File: src/rtl/sdram_cmd_pkg.sv
package sdram_cmd_pkg;

    // Command code on {cs_n, ras_n, cas_n, we_n}
    typedef enum logic [3:0] {
        CMD_MRS = 4'b0000,
        CMD_REF = 4'b0001,
        CMD_ACT = 4'b0011,
        CMD_WR  = 4'b0100,
        CMD_RD  = 4'b0101,
        CMD_NOP = 4'b0111
    } sd_cmd_e;

    typedef enum logic [3:0] {
        ST_MODE,
        ST_MODE_WAIT,
        ST_IDLE,
        ST_ACT,
        ST_RCD,
        ST_CMD,
        ST_RECOVER,
        ST_REF,
        ST_REF_WAIT
    } ctl_state_e;

endpackage

File: src/rtl/sdram_ref_timer.sv
module sdram_ref_timer #(
    parameter int INTERVAL = 780
) (
    input  logic clk,
    input  logic rst_n,
    input  logic served_i,
    output logic pending_o
);
    localparam int TW = (INTERVAL > 1) ? $clog2(INTERVAL) : 1;

    logic [TW-1:0] tick;

    always_ff @(posedge clk or negedge rst_n) begin
        if (!rst_n) begin
            tick      <= TW'(INTERVAL - 1);
            pending_o <= 1'b0;
        end else if (tick == '0) begin
            tick      <= TW'(INTERVAL - 1);
            pending_o <= 1'b1;
        end else begin
            tick <= tick - 1'b1;
            if (served_i) pending_o <= 1'b0;
        end
    end


    pend_hold_chk: assert property (@(posedge clk) disable iff (!rst_n)
        (pending_o && !served_i) |=> pending_o);

endmodule

File: src/rtl/sdram_read_capture.sv
module sdram_read_capture #(
    parameter int CAS_LAT = 2,
    parameter int DATA_W  = 16
) (
    input  logic              clk,
    input  logic              rst_n,
    input  logic              issue_i,
    input  logic [DATA_W-1:0] dq_i,
    output logic [DATA_W-1:0] data_o,
    output logic              valid_o
);
    logic [CAS_LAT-1:0] pipe;

    always_ff @(posedge clk or negedge rst_n) begin
        if (!rst_n) begin
            pipe    <= '0;
            valid_o <= 1'b0;
            data_o  <= '0;
        end else begin
            pipe    <= {pipe[CAS_LAT-2:0], issue_i};
            valid_o <= pipe[CAS_LAT-1];
            if (pipe[CAS_LAT-1]) data_o <= dq_i;
        end
    end


    rvalid_lat_chk: assert property (@(posedge clk) disable iff (!rst_n)
        valid_o |-> $past(issue_i, CAS_LAT + 1));

endmodule

File: src/rtl/sdram_cmd_ctrl.sv
module sdram_cmd_ctrl
    import sdram_cmd_pkg::*;
#(
    parameter int BANK_W       = 2,
    parameter int ROW_W        = 12,
    parameter int COL_W        = 9,
    parameter int DATA_W       = 16,
    parameter int CAS_LAT      = 2,
    parameter int T_MRD        = 2,
    parameter int T_RCD        = 2,
    parameter int T_RC         = 6,
    parameter int REF_INTERVAL = 780
) (
    input  logic                            clk,
    input  logic                            rst_n,
    input  logic                            host_req,
    output logic                            host_ack,
    input  logic                            host_we,
    input  logic [BANK_W+ROW_W+COL_W-1:0]   host_addr,
    input  logic [DATA_W-1:0]               host_wdata,
    output logic [DATA_W-1:0]               host_rdata,
    output logic                            host_rvalid,
    output logic                            sd_cs_n,
    output logic                            sd_ras_n,
    output logic                            sd_cas_n,
    output logic                            sd_we_n,
    output logic [BANK_W-1:0]               sd_ba,
    output logic [ROW_W-1:0]                sd_addr,
    output logic [DATA_W-1:0]               sd_dq_out,
    output logic                            sd_dq_oe,
    input  logic [DATA_W-1:0]               sd_dq_in,
    output logic [DATA_W/8-1:0]             sd_dqm
);
    localparam int ADDR_W   = BANK_W + ROW_W + COL_W;
    localparam int AP_BIT   = 10;
    localparam int WAIT_MAX = (T_RC > T_MRD) ? T_RC : T_MRD;
    localparam int CNT_W    = $clog2(WAIT_MAX + 1) + 1;
    localparam logic [ROW_W-1:0] MODE_WORD = ROW_W'(CAS_LAT << 4);

    ctl_state_e state, state_nx;
    logic [CNT_W-1:0] wait_cnt, wait_nx;
    sd_cmd_e cmd;

    logic [BANK_W-1:0] acc_bank;
    logic [ROW_W-1:0]  acc_row;
    logic [COL_W-1:0]  acc_col;
    logic              acc_we;
    logic [DATA_W-1:0] acc_wdata;
    logic              ref_pend;

    // Next state and handshake
    always_comb begin
        state_nx = state;
        wait_nx  = wait_cnt;
        host_ack = 1'b0;
        unique case (state)
            ST_MODE: begin
                state_nx = ST_MODE_WAIT;
                wait_nx  = CNT_W'(T_MRD - 2);
            end
            ST_MODE_WAIT: begin
                if (wait_cnt == '0) state_nx = ST_IDLE;
                else                wait_nx  = wait_cnt - 1'b1;
            end
            ST_IDLE: begin
                if (ref_pend) begin
                    state_nx = ST_REF;
                end else if (host_req) begin
                    host_ack = 1'b1;
                    state_nx = ST_ACT;
                end
            end
            ST_ACT: begin
                state_nx = ST_RCD;
                wait_nx  = CNT_W'(T_RCD - 2);
            end
            ST_RCD: begin
                if (wait_cnt == '0) state_nx = ST_CMD;
                else                wait_nx  = wait_cnt - 1'b1;
            end
            ST_CMD: begin
                state_nx = ST_RECOVER;
                wait_nx  = CNT_W'(T_RC - T_RCD - 2);
            end
            ST_RECOVER: begin
                if (wait_cnt == '0) state_nx = ST_IDLE;
                else                wait_nx  = wait_cnt - 1'b1;
            end
            ST_REF: begin
                state_nx = ST_REF_WAIT;
                wait_nx  = CNT_W'(T_RC - 2);
            end
            ST_REF_WAIT: begin
                if (wait_cnt == '0) state_nx = ST_IDLE;
                else                wait_nx  = wait_cnt - 1'b1;
            end
            default: state_nx = ST_MODE;
        endcase
    end

    always_ff @(posedge clk or negedge rst_n) begin
        if (!rst_n) begin
            state    <= ST_MODE;
            wait_cnt <= '0;
        end else begin
            state    <= state_nx;
            wait_cnt <= wait_nx;
        end
    end

    always_ff @(posedge clk or negedge rst_n) begin
        if (!rst_n) begin
            acc_bank  <= '0;
            acc_row   <= '0;
            acc_col   <= '0;
            acc_we    <= 1'b0;
            acc_wdata <= '0;
        end else if (host_ack) begin
            acc_bank  <= host_addr[ADDR_W-1 -: BANK_W];
            acc_row   <= host_addr[COL_W +: ROW_W];
            acc_col   <= host_addr[0 +: COL_W];
            acc_we    <= host_we;
            acc_wdata <= host_wdata;
        end
    end

    // Memory-side outputs
    always_comb begin
        cmd      = CMD_NOP;
        sd_ba    = acc_bank;
        sd_addr  = '0;
        sd_dq_oe = 1'b0;
        unique case (state)
            ST_MODE: begin
                cmd     = CMD_MRS;
                sd_ba   = '0;
                sd_addr = MODE_WORD;
            end
            ST_ACT: begin
                cmd     = CMD_ACT;
                sd_addr = acc_row;
            end
            ST_CMD: begin
                cmd                   = acc_we ? CMD_WR : CMD_RD;
                sd_addr[COL_W-1:0]    = acc_col;
                sd_addr[AP_BIT]       = 1'b1;
                sd_dq_oe              = acc_we;
            end
            ST_REF: cmd = CMD_REF;
            default: ;
        endcase
    end

    assign {sd_cs_n, sd_ras_n, sd_cas_n, sd_we_n} = cmd;
    assign sd_dq_out = acc_wdata;
    assign sd_dqm    = '0;

    sdram_ref_timer #(
        .INTERVAL (REF_INTERVAL)
    ) u_ref_timer (
        .clk       (clk),
        .rst_n     (rst_n),
        .served_i  (state == ST_REF),
        .pending_o (ref_pend)
    );

    sdram_read_capture #(
        .CAS_LAT (CAS_LAT),
        .DATA_W  (DATA_W)
    ) u_read_capture (
        .clk     (clk),
        .rst_n   (rst_n),
        .issue_i ((state == ST_CMD) && !acc_we),
        .dq_i    (sd_dq_in),
        .data_o  (host_rdata),
        .valid_o (host_rvalid)
    );

    // Cycles since the last row-occupying command (checker support)
    logic [CNT_W-1:0] since_row;
    always_ff @(posedge clk or negedge rst_n) begin
        if (!rst_n)                                   since_row <= CNT_W'(WAIT_MAX);
        else if (cmd == CMD_ACT || cmd == CMD_REF)    since_row <= CNT_W'(1);
        else if (since_row < CNT_W'(WAIT_MAX))        since_row <= since_row + 1'b1;
    end


    rcd_gap_chk: assert property (@(posedge clk) disable iff (!rst_n)
        (cmd == CMD_RD || cmd == CMD_WR) |-> (since_row == CNT_W'(T_RCD)));


    trc_gap_chk: assert property (@(posedge clk) disable iff (!rst_n)
        (cmd == CMD_ACT || cmd == CMD_REF) |-> (since_row >= CNT_W'(T_RC)));


    ack_then_act_chk: assert property (@(posedge clk) disable iff (!rst_n)
        host_ack |=> (cmd == CMD_ACT && !host_ack));


    ref_served_chk: assert property (@(posedge clk) disable iff (!rst_n)
        $fell(ref_pend) |-> $past(cmd == CMD_REF));

endmodule

File: config.mk
export PLATFORM = sky130hd
export DESIGN_NAME = sdram_cmd_ctrl
export DESIGN_NICKNAME = d
export VERILOG_FILES = /design/src/rtl/sdram_cmd_pkg.sv /design/src/rtl/sdram_ref_timer.sv /design/src/rtl/sdram_read_capture.sv /design/src/rtl/sdram_cmd_ctrl.sv
export SDC_FILE = /design/constraint.sdc
export NUM_CORES = 1
export LEC_CHECK = 0
export BUFFER_PORTS_ARGS = -buffer_cell sky130_fd_sc_hd__buf_2
export CAP_MARGIN = 0
export CORE_ASPECT_RATIO = 0.8
export CORE_MARGIN = 2
export CORE_UTILIZATION = 46
export CTS_CLUSTER_DIAMETER = 150
export CTS_CLUSTER_SIZE = 12
export DETAILED_ROUTE_END_ITERATION = 8
export PLACE_DENSITY = 0.76
export SKIP_LAST_GASP = 1
export SYNTH_ARGS = -nofsm -noshare
export SYNTH_HDL_FRONTEND = slang
export SYNTH_HIERARCHICAL = 1
export SYNTH_SLANG_ARGS = --single-unit
File: constraint.sdc
create_clock -name clk -period 1.8 [get_ports clk]
set_clock_uncertainty 0.2 [all_clocks]
set_input_delay 0.36 -clock clk [delete_from_list [all_inputs] [get_ports clk]]
set_output_delay 0.36 -clock clk [all_outputs]
set_load 0.05 [all_outputs]
* After elaboration in Yosys (flattened, before gate mapping)
Cells that the tools add are included.
Widths: inputs -> output; s select.
** Word-level totals
- Bits in latches :: 0
- Memory bits (writable) :: 0
- Memory bits (read-only) :: 0
- Input port bits :: 59
- Memories :: 0
- Word-level logic and storage cells :: 59
- Register bits :: 78
** Cells by class
- Divide/modulo/power cells :: 0
- $lt $le $gt $ge :: 0
- $add $sub $neg :: 2
- Shift-type cells :: 0
- Equal/unequal tests :: 12
- Reductions and logical operators :: 12
- Bitwise gates (word level) :: 0
- Multiplexer cells :: 21
- Multiply operators :: 0
** Operators with widths (number)
- $pmux 4 s7 :: 1
- $pmux 9 s3 :: 1
- $mux 4 :: 5
- $eq 4x3->1 const B :: 4
- $pmux 4 s4 :: 1
- $pmux 3 s4 :: 1
- $logic_not 10->1 :: 1
- $mux 10 :: 1
- $sub 10x1->10 const B :: 1
- $mux 1 :: 9
- $eq 4x2->1 const B :: 2
- $logic_not 4->1 :: 2
- $eq 4x1->1 const B :: 1
- $eq 4x4->1 const B :: 1
- $ne 2x2->1 const B :: 2
- $reduce_bool 4->1 :: 1
- $reduce_or 4->1 :: 1
- $sub 4x1->4 const B :: 1
- $ne 3x2->1 const B :: 1
- $reduce_and 3->1 :: 1
- $reduce_or 3->1 :: 1
- $mux 2 :: 1
- $ne 2x1->1 const B :: 1
- $pmux 1 s2 :: 1
- other kinds (5) :: 5

* Depth between registers and ports, before layout
- Depth after elaboration :: 4
- Depth in mapped cells :: 6
- Mapped depth without buffers :: 6

* By module
Netlist, hierarchy kept.
** Modules (own cells, without submodules)
- sdram_cmd_ctrl :: cells an instance 184, times used 1, area each 2344.7 sq um
- sdram_read_capture :: cells an instance 37, times used 1, area each 724.4 sq um
- sdram_ref_timer :: cells an instance 49, times used 1, area each 525.5 sq um

* Least setup slack after synthesis
No wires, ideal clock.
- Path kind :: register -> output
- Start :: register state[0]
- End :: output sd_addr[5]
- Cell stages (with the launch flop) :: 6
- Required time :: 1240 ps
- Buffers on the path :: 1
- Arrival :: 1715 ps
- Setup slack :: -475 ps
- Path through :: dfrtp_1 > clkbuf_1 > or2_2 > a21oi_1 > a41oi_1 > nor2_1
** On the way
- Longest elaborated chain between the ends :: 2
** Ends and longest elaborated chain
- start, declared :: line sdram_cmd_ctrl.sv:40 : ctl_state_e state, state_nx;
- start signal, assigned :: line sdram_cmd_ctrl.sv:106 : state <= state_nx;
- $eq 4x3->1 (tied with other cells) :: line sdram_cmd_ctrl.sv:133 : unique case (state)
- $pmux 9 s3 * :: line sdram_cmd_ctrl.sv:133
- end, declared :: line sdram_cmd_ctrl.sv:28 : output logic [ROW_W-1:0] sd_addr,
Every way passes the cells marked *; elsewhere a longest branch is shown, timed or not.

* Worst setup path in the final report
- Start :: register state[1]
- End :: output sd_dq_oe
** On the way
- Longest elaborated chain between the ends :: 2
** Ends and longest elaborated chain
- $eq 4x3->1 :: line sdram_cmd_ctrl.sv:133
- $mux 1 :: line sdram_cmd_ctrl.sv:133
- end, declared :: line sdram_cmd_ctrl.sv:30 : output logic sd_dq_oe,
No other way between the ends.

==> results.json <==
{
  "status": "finished with violations",
  "violations": "setup timing",
  "dr.pass1.iters": 4,
  "grt_pass1_wl_um": 14800,
  "setup_viol": 75,
  "ys_ff_latch": 78,
  "numCtsBuffers": 9,
  "ir_drop_v": 0.00144,
  "fin_tns_setup_ps": -17350,
  "finalInstanceArea_mm2": 0.00559,
  "globalplace.congestion": 0.859,
  "yosysSeqAreaShare_pct": 54.5,
  "die_w_um": 103,
  "wl_um": 10400,
  "overflow": 0,
  "track_usage_pct": 22.3,
  "hold_viol": 0,
  "routed-wl-met3_um": 749,
  "numPortBuffers": 110,
  "ys_types": 49,
  "num_rows": 28,
  "drv_cap": 0,
  "p_leak_nw": 2.68,
  "drc": 0,
  "dp_hpwl_um": 5840,
  "post_drt_wl_per_cell_um": 18.6,
  "vias": 2921,
  "hold_path.class": "primary input to register",
  "final_max_slew_viol_count": 0,
  "synth_area_per_cell_um2": 13.3,
  "wirelength_met1_um": 4170,
  "cts-root-buf": "clkbuf_8",
  "fin_nets": 511,
  "clock-sinks": 78,
  "viasPerCell": 5.22,
  "drive_above_1_share_pct": 72.1,
  "start_util_pct": 47.9,
  "min_to": "sd_dq_out[14]",
  "grt_start_max_net_pins": 33,
  "holdPathStages": 2,
  "cts_tree": "done",
  "met2_length_um": 5140,
  "io_pins": 114,
  "htree_levels": 3,
  "syn_inst": 270,
  "antenna_found_initial": 0,
  "fmax_mhz": 426,
  "dieArea_mm2": 0.00854,
  "hold_path.startpoint": "host_wdata[14]",
  "rr_worst_depth": 8,
  "setup.worst_path.class": "register to primary output",
  "synth_area_mm2": 0.00359,
  "reg2reg_to": "wait_cnt[1]",
  "fp.dieH_um": 83.1,
  "finalCritPeriodShare_pct": 130,
  "setup_slack_ps": -548,
  "rsz0062_at_grt": "true",
  "worst_ep_required_time_ps": 1240,
  "startpoint_type": "register",
  "critical_path_arrival_ps": 1790,
  "cts_max_path_buffers": 2,
  "initialDrtViolationCount": 143,
  "placed_cell_area_mm2": 0.00464,
  "clk_pin_slew_ps": 90,
  "end_kind": "primary output",
  "fin_util_pct": 74.5,
  "drtAntennaViolNets": 0,
  "antennaDiodeCount": 0,
  "period_minus_slack_ps": 2350,
  "pre_cts_slack_ps": -198,
  "worst_skew_pair.late_latency_ps": 350,
  "r2r_slack_ps": -270,
  "power.density_mw_per_mm2": 2060,
  "path_max_fanout": 6,
  "r2r_start": "state[2]",
  "synth_warnings": 6,
  "grt_pass1_vias": 2987,
  "fin_total_pwr_mw": 11.5,
  "highest_layer": "met4",
  "synthToLayoutAreaGrowth_pct": 55.4,
  "core_area_mm2": 0.00750
}
[routing by layer]
metal	GRT usage (%)	vias up
li1	-	1333
met1	28.3	1416
met2	36.2	141
met3	6.99	31
met4	7.42	0
met5	0	-
[cells in the final DEF (no fill, tap or decap), types with 3 or more instances in the layout]
cell / count
or2_2: 3
buf_4: 47
inv_2: 3
buf_2: 90
nand3_1: 3
o211ai_1: 4
dfstp_2: 5
clkinvlp_4: 3
mux2_2: 35
dfrtp_1: 70
o31ai_1: 3
buf_8: 15
o21ai_2: 6
mux2_4: 21
o21ai_0: 8
a211oi_2: 3
buf_6: 25
or4_4: 3
inv_1: 6
clkbuf_8: 10
nand2_2: 3
and2_4: 3
buf_16: 3
a22o_4: 8
nand2b_1: 3
dfrtp_2: 3
nand2_1: 5
nor2b_1: 4
conb_1: 3
[cell type report]
type                    instances  area (um^2)
fillers                       484         1910
well taps                     105          131
repair buffers                184         1470
inverters                      11         47.5
multi-input cells             166         1800
flip-flops and latches         78         1960
clock buffers                  11          141
clock inverters                 5         33.8
[critical path: stages, from the launching register on]
cell and delay (ps):
dfrtp_1 430, buf_6 140, nor4_4 250, buf_4 200, buf_12 130, and2_4 150, buf_8 140
[stage by stage]
stage / hold WS (ps) / instances
after global placement: 127 / 516
after CTS: 15.1 / 549
after detailed placement: 135 / 516
after global routing: 19.2 / 560
final: 34.9 / 560
after floorplan: -136 / 272
[how the worst max path moves through the flow]
stage,start,to,slack (ps),cells past startpoint
after floorplan,state[3],sd_ba[0],-140,3
after global placement,state[0],sd_addr[4],-160,5
after detailed placement,state[0],sd_addr[4],-200,5
after CTS,state[0],sd_addr[4],-530,5
after global routing,state[0],sd_dq_oe,-600,6
final,state[1],sd_dq_oe,-550,6
[sequential cells by signal, summed over array words and instances (netlist names)]
signal	cells
acc_row	12
u_ref_timer/tick	10
u_read_capture/pipe	2
acc_bank	2
acc_col	9
acc_we	1
state	4
u_read_capture/valid_o	1
wait_cnt	4
u_ref_timer/pending_o	1
sd_dq_out	16
u_read_capture/data_o	16
[kinds of logic after synthesis]
| logic type | after synthesis | synth area share (%) |
|---|---|---|
| buffers and inverters | 28 | 5.19 |
| other | 1 | 0.104 |
| and+or+nand+nor | 51 | 9.19 |
| DFF | 78 | 54.5 |
| xor gates and xnor gates | 3 | 0.731 |
| adders and majority gates | 2 | 0.696 |
| AOI/OAI and AO/OA | 51 | 9.99 |
| muxes | 56 | 19.6 |
[power by group]
part	total (mW)	switching [mW]	internal (mW)
Sequential	3.01	0.514	2.50
Clock	1.19	0.653	0.539
Combinational	7.32	4.08	3.24
[repair_timing]
item	CTS	global route
gates cloned	2	1
hold endpoints to repair	25	0
setup endpoints to repair	70	77
resized for setup	84	60
buffers inserted	14	16
hold buffers	1	0
pin swaps	17	24
[Yosys cell counts (all sizes together)]
cell type,n,area (um^2)
dfrtp,73,1830
mux2,56,706
buf,15,138
o21ai,15,75.1
inv,11,41.3
nand2,10,40.0
a22o,8,70.1
nand3,7,35.0
dfstp,5,131
nor2b,5,31.3
o31ai,5,37.5
or2,5,31.3
nor3,4,20.0
o211ai,4,30.0
or4,4,37.5
a211oi,3,22.5
a21boi,3,22.5
a21o,3,22.5
and2,3,18.8
nand2b,3,18.8
a21oi,2,10.0
clkbuf,2,7.51
ha,2,25.0
nor2,2,7.51
nor4,2,18.8
nor4b,2,32.5
o21bai,2,15.0
or3,2,17.5
xor2,2,17.5
a2111o,1,11.3
a31oi,1,6.26
a41oi,1,8.76
conb,1,3.75
o221a,1,11.3
o22ai,1,6.26
o311a,1,10.0
or3b,1,11.3
or4b,1,10.0
xnor2,1,8.76
(Power assumes the default switching activity.)
